===== config.mk =====
export PLATFORM = sky130hd
export DESIGN_NAME = fht_engine
export DESIGN_NICKNAME = d
export VERILOG_FILES = /design/src/rtl/fht_pkg.sv /design/src/rtl/fht_addr_map.sv /design/src/rtl/fht_kernel.sv /design/src/rtl/fht_bfly_stage.sv /design/src/rtl/fht_store.sv /design/src/rtl/fht_ctrl.sv /design/src/rtl/fht_engine.sv
export SDC_FILE = /design/constraint.sdc
export NUM_CORES = 2
export LEC_CHECK = 0
export CAP_MARGIN = 10
export CORE_UTILIZATION = 29
export DETAILED_ROUTE_END_ITERATION = 8
export DONT_BUFFER_PORTS = 1
export SLEW_MARGIN = 20
export SYNTH_ARGS = -nofsm -noshare
export SYNTH_HDL_FRONTEND = slang
export SYNTH_HIERARCHICAL = 1
export SYNTH_SLANG_ARGS = --single-unit

===== constraint.sdc =====
create_clock -name clk -period 11.6 [get_ports clk]
set_clock_uncertainty 0.05 [all_clocks]
set_input_delay 0.58 -clock clk [delete_from_list [all_inputs] [get_ports clk]]
set_output_delay 0.58 -clock clk [all_outputs]
set_load 0.005 [all_outputs]

===== src/rtl/fht_pkg.sv =====
package fht_pkg;

   typedef enum logic [1:0] {
      ST_IDLE = 2'd0,
      ST_RUN  = 2'd1,
      ST_DONE = 2'd2
   } fht_state_t;

   // Sign of operand j in butterfly output k of a Sylvester kernel
   function automatic bit walsh_neg(input int k, input int j);
      return ($countones(k & j) % 2) == 1;
   endfunction

endpackage


===== src/rtl/fht_addr_map.sv =====
// Maps a sequential pass index onto the array address of one butterfly operand.
// The low log2(R) index bits pick the operand; they are moved up to digit p.
module fht_addr_map #(
   parameter int ADDRW = 6,
   parameter int LOGR  = 2,
   parameter int PW    = 2
) (
   input  logic [ADDRW-1:0] idx,
   input  logic [PW-1:0]    pass,
   output logic [ADDRW-1:0] addr
);
   localparam logic [ADDRW-1:0] DIGIT_MASK = ADDRW'((1 << LOGR) - 1);

   int                 sh;
   logic [ADDRW-1:0]   opnd;
   logic [ADDRW-1:0]   grp;
   logic [ADDRW-1:0]   low_mask;

   always_comb begin
      sh       = int'(pass) * LOGR;
      opnd     = idx & DIGIT_MASK;
      grp      = idx >> LOGR;
      low_mask = (ADDRW'(1) << sh) - ADDRW'(1);
      addr     = ((grp >> sh) << (sh + LOGR)) | (opnd << sh) | (grp & low_mask);
   end

endmodule


===== src/rtl/fht_kernel.sv =====
// Radix-R Sylvester butterfly with per-output rounding, divide by R and clamp.
module fht_kernel #(
   parameter int W = 12,
   parameter int R = 4
) (
   input  logic [R*W-1:0] vin,
   output logic [R*W-1:0] vout
);
   localparam int LOGR = $clog2(R);
   localparam int SW   = W + LOGR + 1;
   localparam logic signed [SW-1:0] HALF = SW'(R / 2);
   localparam logic signed [SW-1:0] MAXV = {{(LOGR + 2){1'b0}}, {(W - 1){1'b1}}};
   localparam logic signed [SW-1:0] MINV = {{(LOGR + 2){1'b1}}, {(W - 1){1'b0}}};

   for (genvar k = 0; k < R; k++) begin : g_out
      logic signed [SW-1:0] acc;
      logic signed [SW-1:0] opx;
      logic signed [SW-1:0] rnd;
      always_comb begin
         acc = '0;
         for (int j = 0; j < R; j++) begin
            opx = {{(LOGR + 1){vin[j*W + W - 1]}}, vin[j*W +: W]};
            if (fht_pkg::walsh_neg(k, j)) acc = acc - opx;
            else                          acc = acc + opx;
         end
         rnd = (acc + HALF) >>> LOGR;
         if (rnd > MAXV)      vout[k*W +: W] = MAXV[W-1:0];
         else if (rnd < MINV) vout[k*W +: W] = MINV[W-1:0];
         else                 vout[k*W +: W] = rnd[W-1:0];
      end
   end

endmodule


===== src/rtl/fht_bfly_stage.sv =====
// Collects R serially fetched operands, runs the kernel on the last arrival,
// and holds the R results for serial write-back.
module fht_bfly_stage #(
   parameter int W = 12,
   parameter int R = 4
) (
   input  logic                 clk,
   input  logic                 rst,
   input  logic                 land_vld,
   input  logic [$clog2(R)-1:0] land_k,
   input  logic [W-1:0]         operand,
   input  logic [$clog2(R)-1:0] out_sel,
   output logic [W-1:0]         out_word
);
   localparam int LOGR = $clog2(R);

   logic [W-1:0]   coll [R];
   logic [W-1:0]   bank [R];
   logic [R*W-1:0] kin;
   logic [R*W-1:0] kout;
   logic           land_last;

   assign land_last = (land_k == LOGR'(R - 1));

   always_comb begin
      for (int j = 0; j < R - 1; j++) kin[j*W +: W] = coll[j];
      kin[(R-1)*W +: W] = operand;
   end

   fht_kernel #(.W(W), .R(R)) u_kernel (.vin(kin), .vout(kout));

   always_ff @(posedge clk or posedge rst) begin
      if (rst) begin
         for (int j = 0; j < R; j++) begin
            coll[j] <= '0;
            bank[j] <= '0;
         end
      end else if (land_vld) begin
         coll[land_k] <= operand;
         if (land_last) begin
            for (int j = 0; j < R; j++) bank[j] <= kout[j*W +: W];
         end
      end
   end

   assign out_word = bank[out_sel];

endmodule


===== src/rtl/fht_store.sv =====
// Sample array: one write port, a registered engine read and a registered host read.
module fht_store #(
   parameter int W     = 12,
   parameter int DEPTH = 64,
   parameter int ADDRW = 6
) (
   input  logic             clk,
   input  logic             rst,
   input  logic             we,
   input  logic [ADDRW-1:0] waddr,
   input  logic [W-1:0]     wdata,
   input  logic             eng_re,
   input  logic [ADDRW-1:0] eng_raddr,
   output logic [W-1:0]     eng_q,
   input  logic             host_re,
   input  logic [ADDRW-1:0] host_raddr,
   output logic [W-1:0]     host_q
);
   logic [W-1:0] mem [DEPTH];

   always_ff @(posedge clk) begin
      if (we) mem[waddr] <= wdata;
   end

   always_ff @(posedge clk or posedge rst) begin
      if (rst)         eng_q <= '0;
      else if (eng_re) eng_q <= mem[eng_raddr];
   end

   always_ff @(posedge clk or posedge rst) begin
      if (rst)          host_q <= '0;
      else if (host_re) host_q <= mem[host_raddr];
   end

   assert_host_hold_R9: assert property (@(posedge clk) disable iff (rst)
      !host_re |=> $stable(host_q));

endmodule


===== src/rtl/fht_ctrl.sv =====
// Pass sequencer: per pass, POINTS read issues followed by an R+1 cycle drain.
module fht_ctrl #(
   parameter int POINTS = 64,
   parameter int R      = 4,
   parameter int PASSES = 3,
   parameter int PW     = 2
) (
   input  logic                      clk,
   input  logic                      rst,
   input  logic                      run_en,
   output logic [PW-1:0]             pass,
   output logic                      rd_go,
   output logic [$clog2(POINTS)-1:0] rd_idx,
   output logic                      land_vld,
   output logic [$clog2(R)-1:0]      land_k,
   output logic                      wr_go,
   output logic [$clog2(POINTS)-1:0] wr_idx,
   output logic                      done
);
   import fht_pkg::*;

   localparam int ADDRW   = $clog2(POINTS);
   localparam int LOGR    = $clog2(R);
   localparam int PIPE    = R + 1;
   localparam int PASSLEN = POINTS + PIPE;
   localparam int CW      = $clog2(PASSLEN);

   fht_state_t       state;
   logic [CW-1:0]    cnt;
   logic             rd_v;
   logic             step;
   logic             last_cyc;
   logic [CW-1:0]    wr_off;

   assign step     = (state == ST_RUN) && run_en;
   assign last_cyc = (cnt == CW'(PASSLEN - 1));
   assign rd_go    = step && (cnt < CW'(POINTS));
   assign rd_idx   = cnt[ADDRW-1:0];
   assign wr_off   = cnt - CW'(PIPE);
   assign wr_go    = step && (cnt >= CW'(PIPE));
   assign wr_idx   = wr_off[ADDRW-1:0];
   assign land_vld = rd_v && step;
   assign done     = (state == ST_DONE);

   always_ff @(posedge clk or posedge rst) begin
      if (rst) begin
         state <= ST_IDLE;
         cnt   <= '0;
         pass  <= '0;
      end else begin
         unique case (state)
            ST_IDLE: if (run_en) begin
               state <= ST_RUN;
               cnt   <= '0;
               pass  <= '0;
            end
            ST_RUN: if (run_en) begin
               if (last_cyc) begin
                  cnt <= '0;
                  if (pass == PW'(PASSES - 1)) state <= ST_DONE;
                  else                         pass  <= pass + PW'(1);
               end else begin
                  cnt <= cnt + CW'(1);
               end
            end
            ST_DONE: if (!run_en) state <= ST_IDLE;
            default: state <= ST_IDLE;
         endcase
      end
   end

   // Operand landing pipeline: tracks the read issued one cycle earlier
   always_ff @(posedge clk or posedge rst) begin
      if (rst) begin
         rd_v   <= 1'b0;
         land_k <= '0;
      end else if (step) begin
         rd_v   <= (cnt < CW'(POINTS));
         land_k <= cnt[LOGR-1:0];
      end else if (state != ST_RUN) begin
         rd_v   <= 1'b0;
      end
   end

   assert_pause_freeze_R6: assert property (@(posedge clk) disable iff (rst)
      (state == ST_RUN && !run_en) |=> (state == ST_RUN && $stable(cnt) && $stable(pass)));

   assert_done_hold_R7: assert property (@(posedge clk) disable iff (rst)
      (done && run_en) |=> done);

   assert_done_drop_R7: assert property (@(posedge clk) disable iff (rst)
      (done && !run_en) |=> !done);

endmodule


===== src/rtl/fht_engine.sv =====
module fht_engine #(
   parameter int POINTS    = 64,
   parameter int RADIX     = 4,
   parameter int DATAWIDTH = 12,
   localparam int ADDRW    = $clog2(POINTS)
) (
   input  logic                 clk,
   input  logic                 rst,
   input  logic                 run_en,
   input  logic                 wr_en,
   input  logic [ADDRW-1:0]     wr_addr,
   input  logic [DATAWIDTH-1:0] wr_data,
   input  logic                 rd_en,
   input  logic [ADDRW-1:0]     rd_addr,
   output logic [DATAWIDTH-1:0] rd_data,
   output logic                 xform_done
);
   localparam int LOGR   = $clog2(RADIX);
   localparam int PASSES = ADDRW / LOGR;
   localparam int PW     = $clog2(PASSES + 1);

   if (RADIX != 2 && RADIX != 4 && RADIX != 8) begin : g_bad_radix
      $error("fht_engine: RADIX must be 2, 4 or 8");
   end
   if ((1 << ADDRW) != POINTS || (ADDRW % LOGR) != 0 || POINTS < RADIX) begin : g_bad_points
      $error("fht_engine: POINTS must be a power of RADIX");
   end
   if (DATAWIDTH < 2) begin : g_bad_width
      $error("fht_engine: DATAWIDTH must be at least 2");
   end

   logic [PW-1:0]        pass;
   logic                 rd_go;
   logic [ADDRW-1:0]     rd_idx;
   logic                 land_vld;
   logic [LOGR-1:0]      land_k;
   logic                 wr_go;
   logic [ADDRW-1:0]     wr_idx;
   logic [ADDRW-1:0]     eng_raddr;
   logic [ADDRW-1:0]     eng_waddr;
   logic [DATAWIDTH-1:0] eng_q;
   logic [DATAWIDTH-1:0] bfly_word;
   logic                 mem_we;
   logic [ADDRW-1:0]     mem_waddr;
   logic [DATAWIDTH-1:0] mem_wdata;

   fht_ctrl #(.POINTS(POINTS), .R(RADIX), .PASSES(PASSES), .PW(PW)) u_ctrl (
      .clk(clk), .rst(rst), .run_en(run_en), .pass(pass),
      .rd_go(rd_go), .rd_idx(rd_idx), .land_vld(land_vld), .land_k(land_k),
      .wr_go(wr_go), .wr_idx(wr_idx), .done(xform_done)
   );

   fht_addr_map #(.ADDRW(ADDRW), .LOGR(LOGR), .PW(PW)) u_rmap (
      .idx(rd_idx), .pass(pass), .addr(eng_raddr)
   );

   fht_addr_map #(.ADDRW(ADDRW), .LOGR(LOGR), .PW(PW)) u_wmap (
      .idx(wr_idx), .pass(pass), .addr(eng_waddr)
   );

   fht_bfly_stage #(.W(DATAWIDTH), .R(RADIX)) u_bfly (
      .clk(clk), .rst(rst), .land_vld(land_vld), .land_k(land_k),
      .operand(eng_q), .out_sel(wr_idx[LOGR-1:0]), .out_word(bfly_word)
   );

   // Host writes only while the engine is held off
   assign mem_we    = wr_go | (wr_en & ~run_en);
   assign mem_waddr = wr_go ? eng_waddr : wr_addr;
   assign mem_wdata = wr_go ? bfly_word : wr_data;

   fht_store #(.W(DATAWIDTH), .DEPTH(POINTS), .ADDRW(ADDRW)) u_store (
      .clk(clk), .rst(rst), .we(mem_we), .waddr(mem_waddr), .wdata(mem_wdata),
      .eng_re(rd_go), .eng_raddr(eng_raddr), .eng_q(eng_q),
      .host_re(rd_en), .host_raddr(rd_addr), .host_q(rd_data)
   );

   assert_done_after_write_R5: assert property (@(posedge clk) disable iff (rst)
      $rose(xform_done) |-> $past(wr_go));

   assert_no_host_write_R2: assert property (@(posedge clk) disable iff (rst)
      (wr_en && run_en && !wr_go) |-> !mem_we);

endmodule


==> out/results.tsv <==
metric	value	unit
synth_flop_cell	edfxtp_1	
relSlewSlack	20.5	%
synth_cell_type_count	105	
drtIter0Drc	2790	
gp_congestion	0.855	
fin_crit	5.86	ns
clkTransAtPathRegs	0.06	ns
layout.cells.non_filler	5078	
dieWidth	406	um
grt_util_all_layers	15.8	%
core_area	161000	um^2
die_area	165000	um^2
rr_endpoint	u_store/eng_q[6]	
synthToLayoutAreaGrowth	11.7	%
clock_path_buffers	3	
layout-drive-gt1-share	29.1	%
min_to	u_store/host_q[5]	
cts_sinks	890	
synth.most_common_cell	edfxtp_1	
via_per_inst	5.30	
antenna_found_initial	8	
htreeDepth	3	
drt-pass1-iter-count	5	
nNetsFinal	3044	
numCtsBuffers	91	
ys_top_cells_by_count	edfxtp_1, mux4_2, mux2_2, nor2_1, ha_1	
synth_largest_area_cell	edfxtp_1	
initial_utilization	29.3	%
fmax	171	MHz
reg2reg_from	u_ctrl/pass[0]	
worstHoldStart	rd_en	
grt_pass1_vias	27373	
clock_latency	0.69	ns
port_buffers	0	
finalSetupTns	0	ns
num_vias	26923	
synth_cells	2859	
root_buffer	clkbuf_16	
wl_per_cell	25.8	um
synthTopCellsByArea	edfxtp_1, mux4_2, dfrtp_1, mux2_2, ha_1	
io_pins	42	
ff2ff_path_depth	10	
hold_viol	0	
synth_top_area_share	48.8	%
finalSetupViolCount	0	
grt.overflow.total	0	
synth_warnings	6	
fin_crit_sh	50.5	%
path_delay_family	buffers and inverters	
final-max-slew-violation-count	0	
dp_hpwl	82100	um
syn_nets	3066	
die_h	406	um
tightestPinTransition	1.19	ns
crit_arrival	6.33	ns
hp-class	in2reg	
critPathRequiredTime	12.07	ns
syn_avg_cell_area	16.5	um^2
wirelength	131000	um
worst-path-stages	10	
grt_max_degree	205	
drc	0	
seq_area_frac_synth	55.3	%
rrSetupSlack	5.74	ns
max_stage_delay	0.83	ns
grt_pass1_wl	190000	um
cap_violations	0	
cts_setup_buffers	0	
crit_path_end_kind	flip-flop	
cp-start-kind	flip-flop	
rsz0062_at_grt	false	
synth_edf_count	768	
path_cells	inv_1, ha_1, nor4_2, a221o_4, buf_4, buf_12, mux4_2, mux2_2, o22ai_1, o311ai_1	
hold_depth	3	
cts_tree	yes	
row_count	147	
path_buf_inv	3	
cp_max_fo	114	
ant_nets	0	
crit_path_top_delay_cell	buf_4	
path_class	reg2reg	
outcome	complete, no violations	
ys_ff_latch	890	
synth_area	47300	um^2
async_flop_share	13.7	%
dp_cells	4901	
==> routing by layer <==
layer	share of wire [%]	wire length, um	vias up	global-route usage (%)
met5	0.0099	13	-	0
met4	3.4	4400	2	5.02
met3	9.6	12600	208	4.07
met2	46	60600	1108	24.9
met1	41	53600	14116	21.2
li1	-	-	11489	-
==> worst min-delay path: cells and delay by family <==
kind / cells / cell delay, ns
compound gates: 2 / 0.16
simple gates: 1 / 0.03
==> through the flow <==
step                      util, %  setup slack, ns  cell area, um^2  hold slack, ns
after global placement       30.7             5.70            49500           0.420
after global routing         32.7             5.28            52800          0.0564
final                        32.7             5.74            52800          0.0627
after CTS                    32.7             5.68            52700          0.0154
after floorplan                 -             6.91            47300           0.409
after detailed placement     30.7             5.68            49500           0.429
==> kinds of logic (layout without fill, tap and decap cells) <==
kind of cell / after synthesis / count (layout) / synth area share (%)
AO/OA/AOI/OAI: 406 / 406 / 5.85
XOR/XNOR: 65 / 65 / 1.24
adder cells (fa/ha/maj): 182 / 182 / 5.63
buffers and inverters: 278 / 332 / 3.06
flip-flops: 890 / 890 / 55.3
multiplexers: 668 / 668 / 24.9
other: 0 / 5 / 0
AND/OR/NAND/NOR: 370 / 370 / 4.07
==> flip-flops by register name, summed over array words and instances (netlist names) <==
register	cells
u_ctrl/pass	2
u_ctrl/rd_v	1
u_ctrl/state	2
u_store/eng_q	12
u_bfly/bank	48
u_ctrl/cnt	7
u_ctrl/land_k	2
u_bfly/coll	36
u_store/mem	768
u_store/host_q	12
==> how the worst max path moves through the flow <==
| stage | startpoint | end | slack [ns] |
|---|---|---|---|
| after floorplan | u_bfly/coll[42] | u_bfly/bank[18] | 6.91 |
| after global placement | u_ctrl/pass[0] | u_store/eng_q[2] | 5.70 |
| after detailed placement | u_ctrl/pass[0] | u_store/eng_q[2] | 5.68 |
| after CTS | u_ctrl/pass[0] | u_store/eng_q[2] | 5.68 |
| after global routing | u_ctrl/pass[0] | u_store/eng_q[2] | 5.28 |
| final | u_ctrl/pass[0] | u_store/eng_q[6] | 5.74 |
==> layout make-up <==
| cell class | count | area (um^2) |
|---|---|---|
| antenna | 5 | 12.5 |
| clock buffer | 116 | 2420 |
| clock inverter | 53 | 786 |
| fill | 15527 | 108000 |
| inverter | 102 | 384 |
| multi-input combinational | 1691 | 19900 |
| sequential | 890 | 26100 |
| tap | 2160 | 2700 |
| timing repair buffer | 61 | 488 |
==> cell usage in the layout (no fill, tap or decap), types with 73 or more instances in the layout <==
| cell | synthesis | layout |
|---|---|---|
| mux2i_1 | 97 | 97 |
| nor2_1 | 128 | 98 |
| inv_1 | 101 | 100 |
| dfrtp_1 | 122 | 122 |
| edfxtp_1 | 768 | 768 |
| o22ai_1 | 73 | 73 |
| a21oi_1 | 80 | 79 |
| mux4_2 | 384 | 384 |
| ha_1 | 126 | 126 |
| clkbuf_16 | 0 | 92 |
| mux2_2 | 158 | 158 |
==> repair_timing <==
action | in CTS | in global routing
resized for setup | 0 | 0
hold buffers | 2 | 0
endpoints found under the hold margin | 77 | 0
Power is left out: the tool's default activity adds up to more than one toggle a clock period on the data nets, which glitch-free logic cannot reach.
